===== src/rtl/pktser_pkg.sv =====
package pktser_pkg;
    localparam int PKT_W  = 104;
    localparam int BYTE_W = 8;
    localparam int WORD_W = 32;
    localparam int IDX_W  = 4;

    // field order from MSB to LSB follows the packet bit layout
    typedef struct packed {
        logic [WORD_W-1:0] upper;
        logic [WORD_W-1:0] word;
        logic [WORD_W-1:0] addr;
        logic [3:0]        ctrl;
        logic [1:0]        size;
        logic              wr;
        logic              acc;
    } mpkt_t;

    localparam logic [1:0]       SIZE_64    = 2'b11;
    localparam logic [IDX_W-1:0] IDX_END32  = 4'd9;
    localparam logic [IDX_W-1:0] IDX_END64  = 4'd13;
    localparam logic [IDX_W-1:0] IDX_RESUME = 4'd6;

    function automatic logic is_wide_write(input mpkt_t p);
        return p.wr && (p.size == SIZE_64);
    endfunction
endpackage


===== src/rtl/pktser_sync.sv =====
module pktser_sync #(
    parameter int STAGES = 2
) (
    input  logic clk,
    input  logic rst_n,
    input  logic async_i,
    output logic sync_o
);
    logic [STAGES-1:0] chain_q;

    generate
        if (STAGES == 1) begin : g_one
            always_ff @(posedge clk or negedge rst_n) begin
                if (!rst_n) chain_q <= '0;
                else        chain_q <= async_i;
            end
        end else begin : g_many
            always_ff @(posedge clk or negedge rst_n) begin
                if (!rst_n) chain_q <= '0;
                else        chain_q <= {chain_q[STAGES-2:0], async_i};
            end
        end
    endgenerate

    assign sync_o = chain_q[STAGES-1];
endmodule


===== src/rtl/pktser_pack.sv =====
module pktser_pack
    import pktser_pkg::*;
(
    input  mpkt_t             pkt,
    input  logic [IDX_W-1:0]  idx,
    output logic [BYTE_W-1:0] byte_o
);
    logic [WORD_W-1:0] low_word;

    always_comb begin
        low_word = pkt.wr ? pkt.word : pkt.upper;
        case (idx)
            4'd0:    byte_o = '0;
            4'd1:    byte_o = {pkt.ctrl, pkt.addr[31:28]};
            4'd2:    byte_o = pkt.addr[27:20];
            4'd3:    byte_o = pkt.addr[19:12];
            4'd4:    byte_o = pkt.addr[11:4];
            4'd5:    byte_o = {pkt.addr[3:0], pkt.size, pkt.wr, pkt.acc};
            4'd6:    byte_o = low_word[31:24];
            4'd7:    byte_o = low_word[23:16];
            4'd8:    byte_o = low_word[15:8];
            4'd9:    byte_o = low_word[7:0];
            4'd10:   byte_o = pkt.upper[31:24];
            4'd11:   byte_o = pkt.upper[23:16];
            4'd12:   byte_o = pkt.upper[15:8];
            4'd13:   byte_o = pkt.upper[7:0];
            default: byte_o = '0;
        endcase
    end
endmodule


===== src/rtl/pktser_chain.sv =====
module pktser_chain
    import pktser_pkg::*;
#(
    parameter int STRIDE = 8
) (
    input  mpkt_t cur,
    input  mpkt_t nxt,
    output logic  ok
);
    localparam logic [WORD_W-1:0] STEP = WORD_W'(STRIDE);

    always_comb begin
        ok = is_wide_write(cur) && is_wide_write(nxt) && (nxt.addr == cur.addr + STEP);
    end
endmodule


===== src/rtl/pktser_tx.sv =====
module pktser_tx
    import pktser_pkg::*;
#(
    parameter int SYNC_STAGES  = 2,
    parameter int BURST_STRIDE = 8
) (
    input  logic              clk,
    input  logic              rst_n,
    input  logic              pkt_valid,
    input  logic [PKT_W-1:0]  pkt_data,
    output logic              pkt_wait,
    input  logic              far_wait,
    output logic [BYTE_W-1:0] lnk_data,
    output logic              lnk_frame
);
    typedef struct packed {
        logic             busy;
        logic [IDX_W-1:0] idx;
        mpkt_t            cur;
    } st_t;

    st_t               st_q, st_d;
    mpkt_t             in_pkt;
    logic              far_wait_s;
    logic              chain_ok;
    logic              at_last;
    logic              take;
    logic [BYTE_W-1:0] byte_sel;

    assign in_pkt = mpkt_t'(pkt_data);

    pktser_sync #(.STAGES(SYNC_STAGES)) u_sync (
        .clk     (clk),
        .rst_n   (rst_n),
        .async_i (far_wait),
        .sync_o  (far_wait_s)
    );

    pktser_chain #(.STRIDE(BURST_STRIDE)) u_chain (
        .cur (st_q.cur),
        .nxt (in_pkt),
        .ok  (chain_ok)
    );

    pktser_pack u_pack (
        .pkt    (st_q.cur),
        .idx    (st_q.idx),
        .byte_o (byte_sel)
    );

    always_comb begin
        at_last  = st_q.busy &&
                   (st_q.idx == (is_wide_write(st_q.cur) ? IDX_END64 : IDX_END32));
        pkt_wait = far_wait_s || (st_q.busy && !(at_last && pkt_valid && chain_ok));
        take     = pkt_valid && !pkt_wait;
        st_d     = st_q;
        if (take) begin
            st_d.busy = 1'b1;
            st_d.cur  = in_pkt;
            st_d.idx  = st_q.busy ? IDX_RESUME : '0;
        end else if (st_q.busy) begin
            if (at_last) begin
                st_d.busy = 1'b0;
                st_d.idx  = '0;
            end else begin
                st_d.idx = st_q.idx + 1'b1;
            end
        end
    end

    always_ff @(posedge clk or negedge rst_n) begin
        if (!rst_n) st_q <= '0;
        else        st_q <= st_d;
    end

    assign lnk_frame = st_q.busy;
    assign lnk_data  = st_q.busy ? byte_sel : '0;
endmodule


===== config.mk =====
export PLATFORM = sky130hd
export DESIGN_NAME = pktser_tx
export DESIGN_NICKNAME = d
export VERILOG_FILES = /design/src/rtl/pktser_pkg.sv /design/src/rtl/pktser_sync.sv /design/src/rtl/pktser_pack.sv /design/src/rtl/pktser_chain.sv /design/src/rtl/pktser_tx.sv
export SDC_FILE = /design/constraint.sdc
export NUM_CORES = 1
export LEC_CHECK = 0
export BUFFER_PORTS_ARGS = -buffer_cell sky130_fd_sc_hd__buf_4
export CAP_MARGIN = 30
export CORE_UTILIZATION = 58
export DETAILED_ROUTE_END_ITERATION = 8
export PLACE_DENSITY = 0.82
export SETUP_SLACK_MARGIN = 0.1
export SYNTH_ARGS = -nofsm -noshare
export SYNTH_HDL_FRONTEND = slang
export SYNTH_SLANG_ARGS = --single-unit

===== constraint.sdc =====
create_clock -name clk -period 3.4 [get_ports clk]
set_input_delay 0.17 -clock clk [delete_from_list [all_inputs] [get_ports clk]]
set_output_delay 0.17 -clock clk [all_outputs]
set_load 0.005 [all_outputs]

==> metrics.yaml <==
run_status:
  status: "complete, no violations"
worst_setup_path:
  path_max_fanout: 62
  cpLargestDelayFamily: "compound AO/OA/AOI/OAI gates"
  worstPathArrival_ns: 3.42
  cp.buffers_inverters: 2
  critical_path.max_stage_delay_ns: 0.56
  setup.worst_path.start_class: "flip-flop"
  worst-setup-path-type: "flip-flop to flip-flop"
  setup.worst_path.end_class: "flip-flop"
  critical-path-slowest-cell: "sky130_fd_sc_hd__or4_4"
  worstPathRequired_ns: 3.65
  path_cells: "nand4_4, or4_4, o31ai_1, nor3_1, a211o_1, a2111oi_4, buf_4, nand4_4, buf_12, a32o_1"
  timing.critical_path.mode_cell: "sky130_fd_sc_hd__nand4_4"
clock_tree:
  clockBufferDepth: 2
  cts_inserted_buffers: 9
  clock_latency_ns: 0.37
  clk_pin_slew_worst_setup_hold_paths_ns: 0.08
  cts_tree: "done"
  cts.root.buffer_cell: "sky130_fd_sc_hd__clkbuf_16"
  clkSinkCount: 111
  h-tree-depth: 3
sta:
  grt_setup_unrepaired: "false"
  slew_violations: 0
  timing.clock.skew_ns: 0.0101
  timing.final.crit_share_pct: 93.3
  setup_viol: 0
  timing.final.crit_period_ns: 3.17
  final-hold-violation-count: 0
  achievable-frequency_mhz: 315
  tightest_slew_margin_relative_to_the_limit_pct: 51.1
  setup_total_neg_slack_ns: 0
  timing_worst_slew_pin_value_ns: 0.733
die:
  num_rows: 40
  starting_density_of_the_core_pct: 59.6
  fp.coreArea_um2: 12100
  io_pins: 118
  die_width_um: 113
  die_ht_um: 113
  die-area_um2: 12800
synth:
  dominantRegCellSynth: "sky130_fd_sc_hd__dfrtp_1"
  postSynthAreaPerCell_um2: 9.64
  synth_nets: 859
  postSynthCellCount: 746
  yosysSeqAreaShare_pct: 38.6
  async_flop_share_pct: 100
  syn_area_um2: 7190
  number_of_enable_type_register_cells_in_the_synthesized_netlist: 0
  synth_cell_type_count: 63
  synth.yosys.warnings: 0
  synth.ff_latch_count: 111
cells_and_area:
  antenna_diode_count: 0
  synthToLayoutAreaGrowth_pct: 20.0
  final_nets: 954
  final_layout_size_suffix_gt1_share_pct: 23.2
detailed_routing:
  drt.antenna.violating_nets: 0
  first_iter_violations: 1120
  finalWirelength_mm: 22.3
  post_drt_wl_per_cell_um: 22.0
  drt_drc_violations_left: 0
  vias_per_cell: 6.81
  drt_first_pass_iters: 7
  num_vias: 6900
power:
  clockPowerShare_pct: 14.8
  report.power.total_w: 0.00713
  portion_of_total_power_attributed_to_combinational_logic_pct: 49.3
  cell_internal_pwr_w: 0.00417
  netSwitchingPower_w: 0.00297
  vdd.ir_drop.worst_mv: 0.493
  cellPowerDensity_nw_per_um2: 826
  switching_share_pct: 41.6
  seqPwrFrac_pct: 35.9
  leakage_nw: 3.63
placement:
  gp_congestion: 0.999
  port_buffers: 117
  place.detailed.hpwl_mm: 15.5
global_routing:
  grt_start_max_net_pins: 63
  first_global_vias: 6638
  grt.total_usage_pct: 36.0
  initial_antenna_violation_count: 0
  grt_pass1_wl_mm: 35.6
  gr-total-overflow: 0
job:
  cap_viol_max_count: 0
worst_hold_path:
  worst_hold_path_type: "input pin to flip-flop"
-- Yosys cell counts, types with 10 or more instances --
library cell               number  share of area, %
sky130_fd_sc_hd__a22oi_1       13               1.4
sky130_fd_sc_hd__nand3_1       20               1.4
sky130_fd_sc_hd__mux2i_1       11               1.5
sky130_fd_sc_hd__xnor2_1       22               2.7
sky130_fd_sc_hd__inv_1         15              0.78
sky130_fd_sc_hd__clkbuf_1      45               2.3
sky130_fd_sc_hd__dfrtp_1      111                39
sky130_fd_sc_hd__nor4_1        10              0.87
sky130_fd_sc_hd__a31oi_1       14               1.2
sky130_fd_sc_hd__buf_2         12              0.84
sky130_fd_sc_hd__a22o_1        11               1.3
sky130_fd_sc_hd__nand4_1       10              0.87
sky130_fd_sc_hd__a32o_1       108                15
sky130_fd_sc_hd__xor2_1        16               1.9
sky130_fd_sc_hd__nand2_1       43               2.2
sky130_fd_sc_hd__nor2_1        26               1.4
sky130_fd_sc_hd__a21oi_1       14              0.97
sky130_fd_sc_hd__nor2b_1      104               9.0
sky130_fd_sc_hd__o21ai_0       20               1.4
-- per-stage QoR --
step	worst slack (ns)	std cells	hold slack (ns)	cell area, um2	utilization, %
2_1_floorplan	0.410	746	-0.126	7190	-
6_report	0.228	1013	0.0419	8630	71.6
4_1_cts	0.117	1012	0.0389	8600	71.3
3_5_place_dp	0.204	992	0.282	8260	68.5
3_3_place_gp	0.280	992	0.265	8260	68.5
5_1_grt	0.136	1013	0.0403	8630	71.6
-- final cells by class --
type                    count  area [um2]
clock buffers              10         239
clock inverters             5        51.3
fillers                   886        3430
inverters                  15        56.3
multi-input cells         547        4050
flip-flops and latches    111        2780
well taps                 168         210
repair buffers            157        1250
-- routing by layer --
layer / vias up / track usage [%] / wire length (um) / part of all wire, %
met3: 86 / 7.18 / 1890 / 8.5
li1: 3043 / - / - / -
met1: 3341 / 46.4 / 8510 / 38
met4: 0 / 18.0 / 1060 / 4.7
met2: 430 / 57.8 / 10800 / 49
met5: - / 0 / 0 / 0
-- cells in the final DEF, fill, tap and decap left out, drive strengths merged, types with 4 or more instances in the layout --
cell,instances
buf,155
dfrtp,111
a32o,108
nor2b,104
nand2,43
nor2,26
xnor2,22
o21ai,21
nand3,20
inv,18
xor2,16
a31oi,14
a21oi,14
a22oi,13
nand4,13
a22o,11
mux2i,11
nor4,10
clkbuf,10
nor3,10
and3,8
a32oi,7
mux2,7
a221oi,6
and2,6
nand2b,5
ha,5
and4,4
-- sequential cells by signal, indices dropped and copies added, names as in the netlist --
name / count
lnk_frame: 1
st_q: 108
u_sync.chain_q: 2
-- kinds of logic (layout without fill, tap and decap cells) --
| kind of cell | Yosys count | count (layout) | share of synthesized area [%] |
|---|---|---|---|
| simple gates | 259 | 259 | 20.4 |
| compound gates | 227 | 227 | 27.1 |
| flops | 111 | 111 | 38.6 |
| buf+inv | 88 | 187 | 5.85 |
| xor+xnor | 38 | 38 | 4.63 |
| mux | 18 | 18 | 2.63 |
| fa+ha+maj | 5 | 5 | 0.870 |
-- what timing repair did --
item,CTS,global route
endpoints found under the setup margin,1,106
hold endpoints to repair,55,0
gates resized for setup,1,8
pin swaps,1,1
hold buffers,2,0
buffers inserted,3,1
-- path summary, 6_finish.rpt --
check,startpoint,end,slack (ns),depth (start not counted)
worst max-delay path,st_q[24]$_DFFE_PN0P_,st_q[71]$_DFFE_PN0P_,0.23,10
worst min register to register,u_sync.chain_q[0]$_DFF_PN0_,u_sync.chain_q[1]$_DFF_PN0_,0.36,0
worst max register to register,st_q[24]$_DFFE_PN0P_,st_q[71]$_DFFE_PN0P_,0.23,10
min in group asynchronous,rst_n,st_q[25]$_DFFE_PN0P_,0.41,2
worst min-delay path,pkt_data[48],st_q[48]$_DFFE_PN0P_,0.04,2
max in group asynchronous,rst_n,st_q[74]$_DFFE_PN0P_,2.11,3
-- power by group through the flow --
stage	Clock (W)	Sequential (W)	Combinational, W
finish	0.00105	0.00256	0.00352
global route	0.00111	0.00261	0.00379
CTS	0.00107	0.00252	0.00344
detailed placement	0	0.00254	0.00337
global placement	0	0.00251	0.00327
floorplan	0	0.00227	0.00248
No activity file was read; power rests on OpenSTA's default activity.
